[src/rtl/irq_pkg.sv]
package irq_pkg;

    localparam int IDX_W      = 8;
    localparam int VEC_W      = 16;
    localparam int VEC_BASE   = 3;
    localparam int VEC_SHIFT  = 3;

    typedef enum logic {
        LVL_LOW  = 1'b0,
        LVL_HIGH = 1'b1
    } lvl_e;

    typedef struct packed {
        logic             valid;
        logic [IDX_W-1:0] idx;
    } pick_t;

    typedef struct packed {
        logic             valid;
        logic [IDX_W-1:0] idx;
        lvl_e             lvl;
    } cand_t;

    typedef struct packed {
        logic hi;
        logic lo;
    } insvc_t;

    function automatic logic [VEC_W-1:0] vec_of(input logic [IDX_W-1:0] idx);
        logic [VEC_W-1:0] wide;
        wide = VEC_W'(idx) << VEC_SHIFT;
        return wide + VEC_W'(VEC_BASE);
    endfunction

endpackage

[src/rtl/irq_req_gate.sv]
module irq_req_gate
    import irq_pkg::*;
#(
    parameter int NUM_SRC = 22,
    parameter logic [NUM_SRC-1:0] RSVD_MASK = '0
) (
    input  logic [NUM_SRC-1:0] pend_i,
    input  logic [NUM_SRC-1:0] en_i,
    input  logic [NUM_SRC-1:0] prio_i,
    input  logic               gie_i,
    output logic [NUM_SRC-1:0] req_hi_o,
    output logic [NUM_SRC-1:0] req_lo_o
);

    logic [NUM_SRC-1:0] live;

    always_comb begin
        live     = pend_i & en_i & ~RSVD_MASK & {NUM_SRC{gie_i}};
        req_hi_o = live & prio_i;
        req_lo_o = live & ~prio_i;
    end

endmodule

[src/rtl/irq_level_pick.sv]
module irq_level_pick
    import irq_pkg::*;
#(
    parameter int NUM_SRC = 22
) (
    input  logic [NUM_SRC-1:0] req_i,
    output pick_t              pick_o
);

    always_comb begin
        pick_o = '0;
        for (int i = NUM_SRC - 1; i >= 0; i--) begin
            if (req_i[i]) begin
                pick_o.valid = 1'b1;
                pick_o.idx   = IDX_W'(i);
            end
        end
    end

endmodule

[src/rtl/irq_nest_track.sv]
module irq_nest_track
    import irq_pkg::*;
(
    input  logic   clk,
    input  logic   rst,
    input  logic   grant_i,
    input  lvl_e   grant_lvl_i,
    input  logic   reti_i,
    output insvc_t insvc_o
);

    insvc_t cur_q, nxt;

    always_comb begin
        nxt = cur_q;
        if (reti_i) begin
            if (nxt.hi) nxt.hi = 1'b0;
            else        nxt.lo = 1'b0;
        end
        if (grant_i) begin
            if (grant_lvl_i == LVL_HIGH) nxt.hi = 1'b1;
            else                         nxt.lo = 1'b1;
        end
    end

    always_ff @(posedge clk) begin
        if (rst) cur_q <= '0;
        else     cur_q <= nxt;
    end

    assign insvc_o = cur_q;

endmodule

[src/rtl/irq_issue.sv]
module irq_issue
    import irq_pkg::*;
(
    input  logic             clk,
    input  logic             rst,
    input  cand_t            cand_i,
    input  logic             stall_i,
    input  logic             ack_i,
    input  logic             reti_i,
    input  logic             instr_done_i,
    output logic             req_o,
    output logic [VEC_W-1:0] vec_o,
    output lvl_e             lvl_o
);

    logic             req_q;
    logic             guard_q;
    logic [VEC_W-1:0] vec_q;
    lvl_e             lvl_q;
    logic             may_raise;

    assign may_raise = cand_i.valid && !stall_i && !guard_q && !reti_i;

    always_ff @(posedge clk) begin
        if (rst) begin
            req_q   <= 1'b0;
            guard_q <= 1'b0;
            vec_q   <= '0;
            lvl_q   <= LVL_LOW;
        end else begin
            if (reti_i)            guard_q <= 1'b1;
            else if (instr_done_i) guard_q <= 1'b0;

            if (req_q) begin
                if (ack_i) req_q <= 1'b0;
            end else if (may_raise) begin
                req_q <= 1'b1;
                vec_q <= vec_of(cand_i.idx);
                lvl_q <= cand_i.lvl;
            end
        end
    end

    assign req_o = req_q;
    assign vec_o = vec_q;
    assign lvl_o = lvl_q;

endmodule

[src/rtl/irq_prio_ctrl.sv]
module irq_prio_ctrl
    import irq_pkg::*;
#(
    parameter int NUM_SRC = 22,
    parameter logic [NUM_SRC-1:0] RSVD_MASK = NUM_SRC'(32'h0010_0000)
) (
    input  logic               clk,
    input  logic               rst,
    input  logic [NUM_SRC-1:0] pend_i,
    input  logic [NUM_SRC-1:0] en_i,
    input  logic [NUM_SRC-1:0] prio_i,
    input  logic               gie_i,
    input  logic               stall_i,
    input  logic               ack_i,
    input  logic               reti_i,
    input  logic               instr_done_i,
    output logic               svc_req_o,
    output logic [15:0]        vec_o,
    output logic               svc_lvl_o,
    output logic [1:0]         insvc_o
);

    localparam int NUM_LVL = 2;

    logic [NUM_SRC-1:0] lvl_req [NUM_LVL];
    pick_t              lvl_pick [NUM_LVL];
    insvc_t             insvc;
    cand_t              cand;
    logic               req_q;
    lvl_e               lvl_q;
    logic [VEC_W-1:0]   vec_q;

    irq_req_gate #(.NUM_SRC(NUM_SRC), .RSVD_MASK(RSVD_MASK)) u_gate (
        .pend_i   (pend_i),
        .en_i     (en_i),
        .prio_i   (prio_i),
        .gie_i    (gie_i),
        .req_hi_o (lvl_req[LVL_HIGH]),
        .req_lo_o (lvl_req[LVL_LOW])
    );

    for (genvar g = 0; g < NUM_LVL; g++) begin : g_lvl
        irq_level_pick #(.NUM_SRC(NUM_SRC)) u_pick (
            .req_i  (lvl_req[g]),
            .pick_o (lvl_pick[g])
        );
    end

    always_comb begin
        cand = '0;
        if (lvl_pick[LVL_HIGH].valid && !insvc.hi) begin
            cand.valid = 1'b1;
            cand.idx   = lvl_pick[LVL_HIGH].idx;
            cand.lvl   = LVL_HIGH;
        end else if (lvl_pick[LVL_LOW].valid && !insvc.hi && !insvc.lo) begin
            cand.valid = 1'b1;
            cand.idx   = lvl_pick[LVL_LOW].idx;
            cand.lvl   = LVL_LOW;
        end
    end

    irq_nest_track u_nest (
        .clk         (clk),
        .rst         (rst),
        .grant_i     (ack_i && req_q),
        .grant_lvl_i (lvl_q),
        .reti_i      (reti_i),
        .insvc_o     (insvc)
    );

    irq_issue u_issue (
        .clk          (clk),
        .rst          (rst),
        .cand_i       (cand),
        .stall_i      (stall_i),
        .ack_i        (ack_i),
        .reti_i       (reti_i),
        .instr_done_i (instr_done_i),
        .req_o        (req_q),
        .vec_o        (vec_q),
        .lvl_o        (lvl_q)
    );

    assign svc_req_o = req_q;
    assign vec_o     = vec_q;
    assign svc_lvl_o = lvl_q;
    assign insvc_o   = insvc;

endmodule

[config.mk]
export PLATFORM = sky130hd
export DESIGN_NAME = irq_prio_ctrl
export DESIGN_NICKNAME = d
export VERILOG_FILES = /design/src/rtl/irq_pkg.sv /design/src/rtl/irq_req_gate.sv /design/src/rtl/irq_level_pick.sv /design/src/rtl/irq_nest_track.sv /design/src/rtl/irq_issue.sv /design/src/rtl/irq_prio_ctrl.sv
export SDC_FILE = /design/constraint.sdc
export NUM_CORES = 1
export LEC_CHECK = 0
export BUFFER_PORTS_ARGS = -buffer_cell sky130_fd_sc_hd__buf_4
export CAP_MARGIN = 15
export CORE_MARGIN = 1.5
export CORE_UTILIZATION = 46
export CTS_CLUSTER_SIZE = 25
export DETAILED_ROUTE_END_ITERATION = 12
export PLACE_DENSITY = 0.92
export SYNTH_ARGS = -nofsm -noshare
export SYNTH_HDL_FRONTEND = slang
export SYNTH_SLANG_ARGS = --single-unit
export TNS_END_PERCENT = 100
[constraint.sdc]
create_clock -name clk -period 5.4 [get_ports clk]
set_clock_uncertainty 0.1 [all_clocks]
set_input_delay 0.27 -clock clk [delete_from_list [all_inputs] [get_ports clk]]
set_output_delay 0.27 -clock clk [all_outputs]
set_load 0.01 [all_outputs]
==> flow_summary_export.csv <==
group,metric,value,unit
run_status,status,"finished clean",
clocking,clock_sinks,11,
clocking,cts_resized,0,
die,initial_core_util,0.478,
final_layout,layout-drive-gt1-share,0.353,
synthesis,synth_mux_area_frac,0,
global_route,antenna_found_initial,0,
drt,routed_wirelength,4080,um
min_path,hold_start,"rst",
synthesis,syn_inst,194,
power,swShare,0.341,
worst_setup_path,crit_chain,"buf_4 -> and4b_4 -> or4_4 -> nor2_4 -> a41oi_4 -> o21a_1 -> o311a_1 -> nor3_2",
worst_setup_path,cp_num_buf_inv,1,
synthesis,yosysWarnings,0,
clocking,cts_hold_buf,0,
worst_setup_path,max_stage_delay,0.56,ns
synthesis,synth_edf_count,0,
power,power_frac_seq,0.316,
synthesis,synthFlopType,"dfxtp_1",
clocking,clock-root-buffer,"clkbuf_4",
power,leakage,0.946,nW
worst_setup_path,worstPathArrival,2.24,ns
clocking,path_clk_slew,0.07,ns
worst_setup_path,crit_type,"input pin to register",
clocking,numCtsBuffers,3,
placed_design,place_congestion,0.815,
power,p_comb_frac,0.487,
sta,period_needed,2.13,ns
drt,ant_nets,0,
synthesis,yosysSeqAreaShare,0.152,
worst_setup_path,slowest_stage,"or4_4",
job,drv_cap,0,
clocking,post_cts_buffers,0,
sta,fin_crit_sh,0.395,
sta,setup_viol,0,
power,p_clk_frac,0.197,
worst_setup_path,worstReg2RegStart,"u_nest.insvc_o[1]$_SDFF_PP0_",
clocking,cts_tree,"built",
final_layout,antenna_cells,0,
power,total_power,0.282,mW
worst_setup_path,crit_family,"simple AND/OR/NAND/NOR gates",
synthesis,yosys.area.top_type,"dfxtp_1",
worst_setup_path,crit_start,"gie_i",
synthesis,synth_area,1450,sq um
drt,drt_iter0_drc,76,
power,power.density,140,nW/um^2
power,vdd_drop_max,0.125,mV
worst_setup_path,startpoint_type,"input pin",
global_route,overflow,0,
synthesis,synthTopCellsByArea,"dfxtp_1 15%, nand4_1 12%, buf_4 6.2%",
sta,final_max_slew_viol_count,0,
synthesis,synth_seq_cells,11,
die,die_w,59.1,um
synthesis,yosys.area.top_type_share,0.152,
synthesis,synth_top_family_by_area,"simple AND/OR/NAND/NOR gates",
worst_setup_path,critPathRequiredTime,5.50,ns
synthesis,avgSynthCellArea,7.46,sq um
die,ioPinCount,93,
die,die_h,59.1,um
die,coreArea,3030,sq um
synthesis,synth-compound-area-share,0.219,
placed_design,port_buffers,80,
final_layout,final_nets,343,
min_path,hp-class,"input pin to register",
sta,hold_viol_final,0,
synthesis,synth-simple-area-share,0.518,
worst_setup_path,cp-end-kind,"register",
synthesis,synth-async-reset-ratio,0,
clocking,cts.path.max_buffers,2,
drt,vias,1831,
clocking,htree_levels,1,
global_route,grt_usage,0.223,
drt,dr.pass1.iters,4,
placed_design,dp_hpwl,3370,um
power,p_sw,0.0961,mW
final_layout,layout.area.seq,220,sq um
global_route,grt_pass1_vias,1579,
die,fp-row-count,20,
drt,wl_per_cell,13.0,um
synthesis,synth-xor-area-share,0,
global_route,grt_pass1_wl,6370,um
synthesis,synth_fa_ha_area_frac,0,
final_layout,nFillCells,262,
final_layout,multi_input_comb_area,1100,sq um
worst_setup_path,crit_fanout,46,
drt,drcViolationCount,0,
drt,vias_per_cell,5.85,
sta,timing.fmax,0.469,GHz
power,p_int,0.186,mW
sta,rsz0062_at_grt,"no",
final_layout,area_growth,39.6,%
sta,setup_tns,0,ns
global_route,grt_max_degree,47,
synthesis,synth_cell_types,51,
die,die_area,3490,sq um
final_layout,final_core_util,0.667,
clocking,clkLatencyLatePin,0.26,ns
## power by group through the flow
stage	registers, mW	logic (mW)	clock network, mW
2_1_floorplan	0.0923	0.0800	0
6_report	0.0891	0.137	0.0557
3_5_place_dp	0.0909	0.136	0
3_3_place_gp	0.0907	0.133	0
4_1_cts	0.0890	0.136	0.0580
5_1_grt	0.0895	0.150	0.0604
## layout by cell type (no fill, tap or decap), types with 2 or more instances in the layout
| cell type | n |
|---|---|
| conb_1 | 9 |
| o21ai_0 | 6 |
| o311a_1 | 2 |
| a31oi_1 | 2 |
| and4b_4 | 3 |
| nand2_1 | 13 |
| nand2b_1 | 5 |
| a21oi_1 | 10 |
| and4_1 | 2 |
| inv_1 | 5 |
| nor2b_1 | 2 |
| nor3_1 | 3 |
| nand3b_1 | 2 |
| and3_1 | 2 |
| buf_4 | 80 |
| dfxtp_1 | 11 |
| nand4b_1 | 9 |
| nor2_1 | 21 |
| nand3_1 | 13 |
| nand4_1 | 27 |
| and4b_1 | 8 |
| clkbuf_4 | 3 |
| o221ai_1 | 2 |
| o31ai_1 | 2 |
## sequential cells by signal (all words and copies together) (netlist names)
signal           count
u_issue.req_o        1
u_issue.lvl_o        1
u_issue.vec_o        6
u_issue.guard_q      1
u_nest.insvc_o       2
## synthesized netlist by cell type (all sizes together) (4+ instances only)
master,count
nand4,28
nor2,22
buf,16
nand2,13
nand3,13
and4b,11
dfxtp,11
a21oi,10
nand4b,9
o21ai,7
inv,5
nand2b,5
nor3,4
## worst paths after layout
path | endpoint | slack, ns | depth (start not counted)
worst min register to register | u_issue.vec_o[7]$_SDFFE_PP0P_ | 0.37 | 2
worst min-delay path | u_issue.vec_o[4]$_SDFFE_PP0P_ | 0.16 | 2
worst max register to register | u_issue.vec_o[5]$_SDFFE_PP0P_ | 3.46 | 5
worst max-delay path | u_issue.vec_o[5]$_SDFFE_PP0P_ | 3.27 | 8
## layout make-up
type / count / area share
flip-flops and latches: 11 / 0.109
inverters: 5 / 0.00929
well taps: 44 / 0.0272
clock buffers: 4 / 0.0130
repair buffers: 80 / 0.297
multi-input cells: 169 / 0.544
## routing by layer
layer,up-vias,routed length (um),global-route usage
met2,68,2100,0.414
met5,-,0,0
li1,907,-,-
met4,0,0,0.00974
met1,856,1750,0.282
met3,0,229,0.0393
## cells by family (layout without fill, tap and decap cells)
family / Yosys count / in the layout
other cells: 1 / 9
flops: 11 / 11
simple gates: 118 / 118
buf+inv: 22 / 89
compound gates: 42 / 42
## per-stage QoR
stage	setup slack, ns	hold WS, ns	cell area, sq um	cells
after floorplan	3.30	0.242	1480	202
after global placement	3.01	0.351	1990	309
after detailed placement	2.98	0.360	1990	309
after CTS	3.28	0.148	2020	313
after global routing	3.06	0.162	2020	313
final	3.27	0.156	2020	313
## worst register-to-register path, cell delays in order (launching register included)
cell and delay [ns]:
dfxtp_1 0.36, or4_1 0.51, nor2_1 0.22, o21a_1 0.36, o311a_1 0.25, nor3_2 0.05
Note: power is estimated with default switching activity, not from simulation.
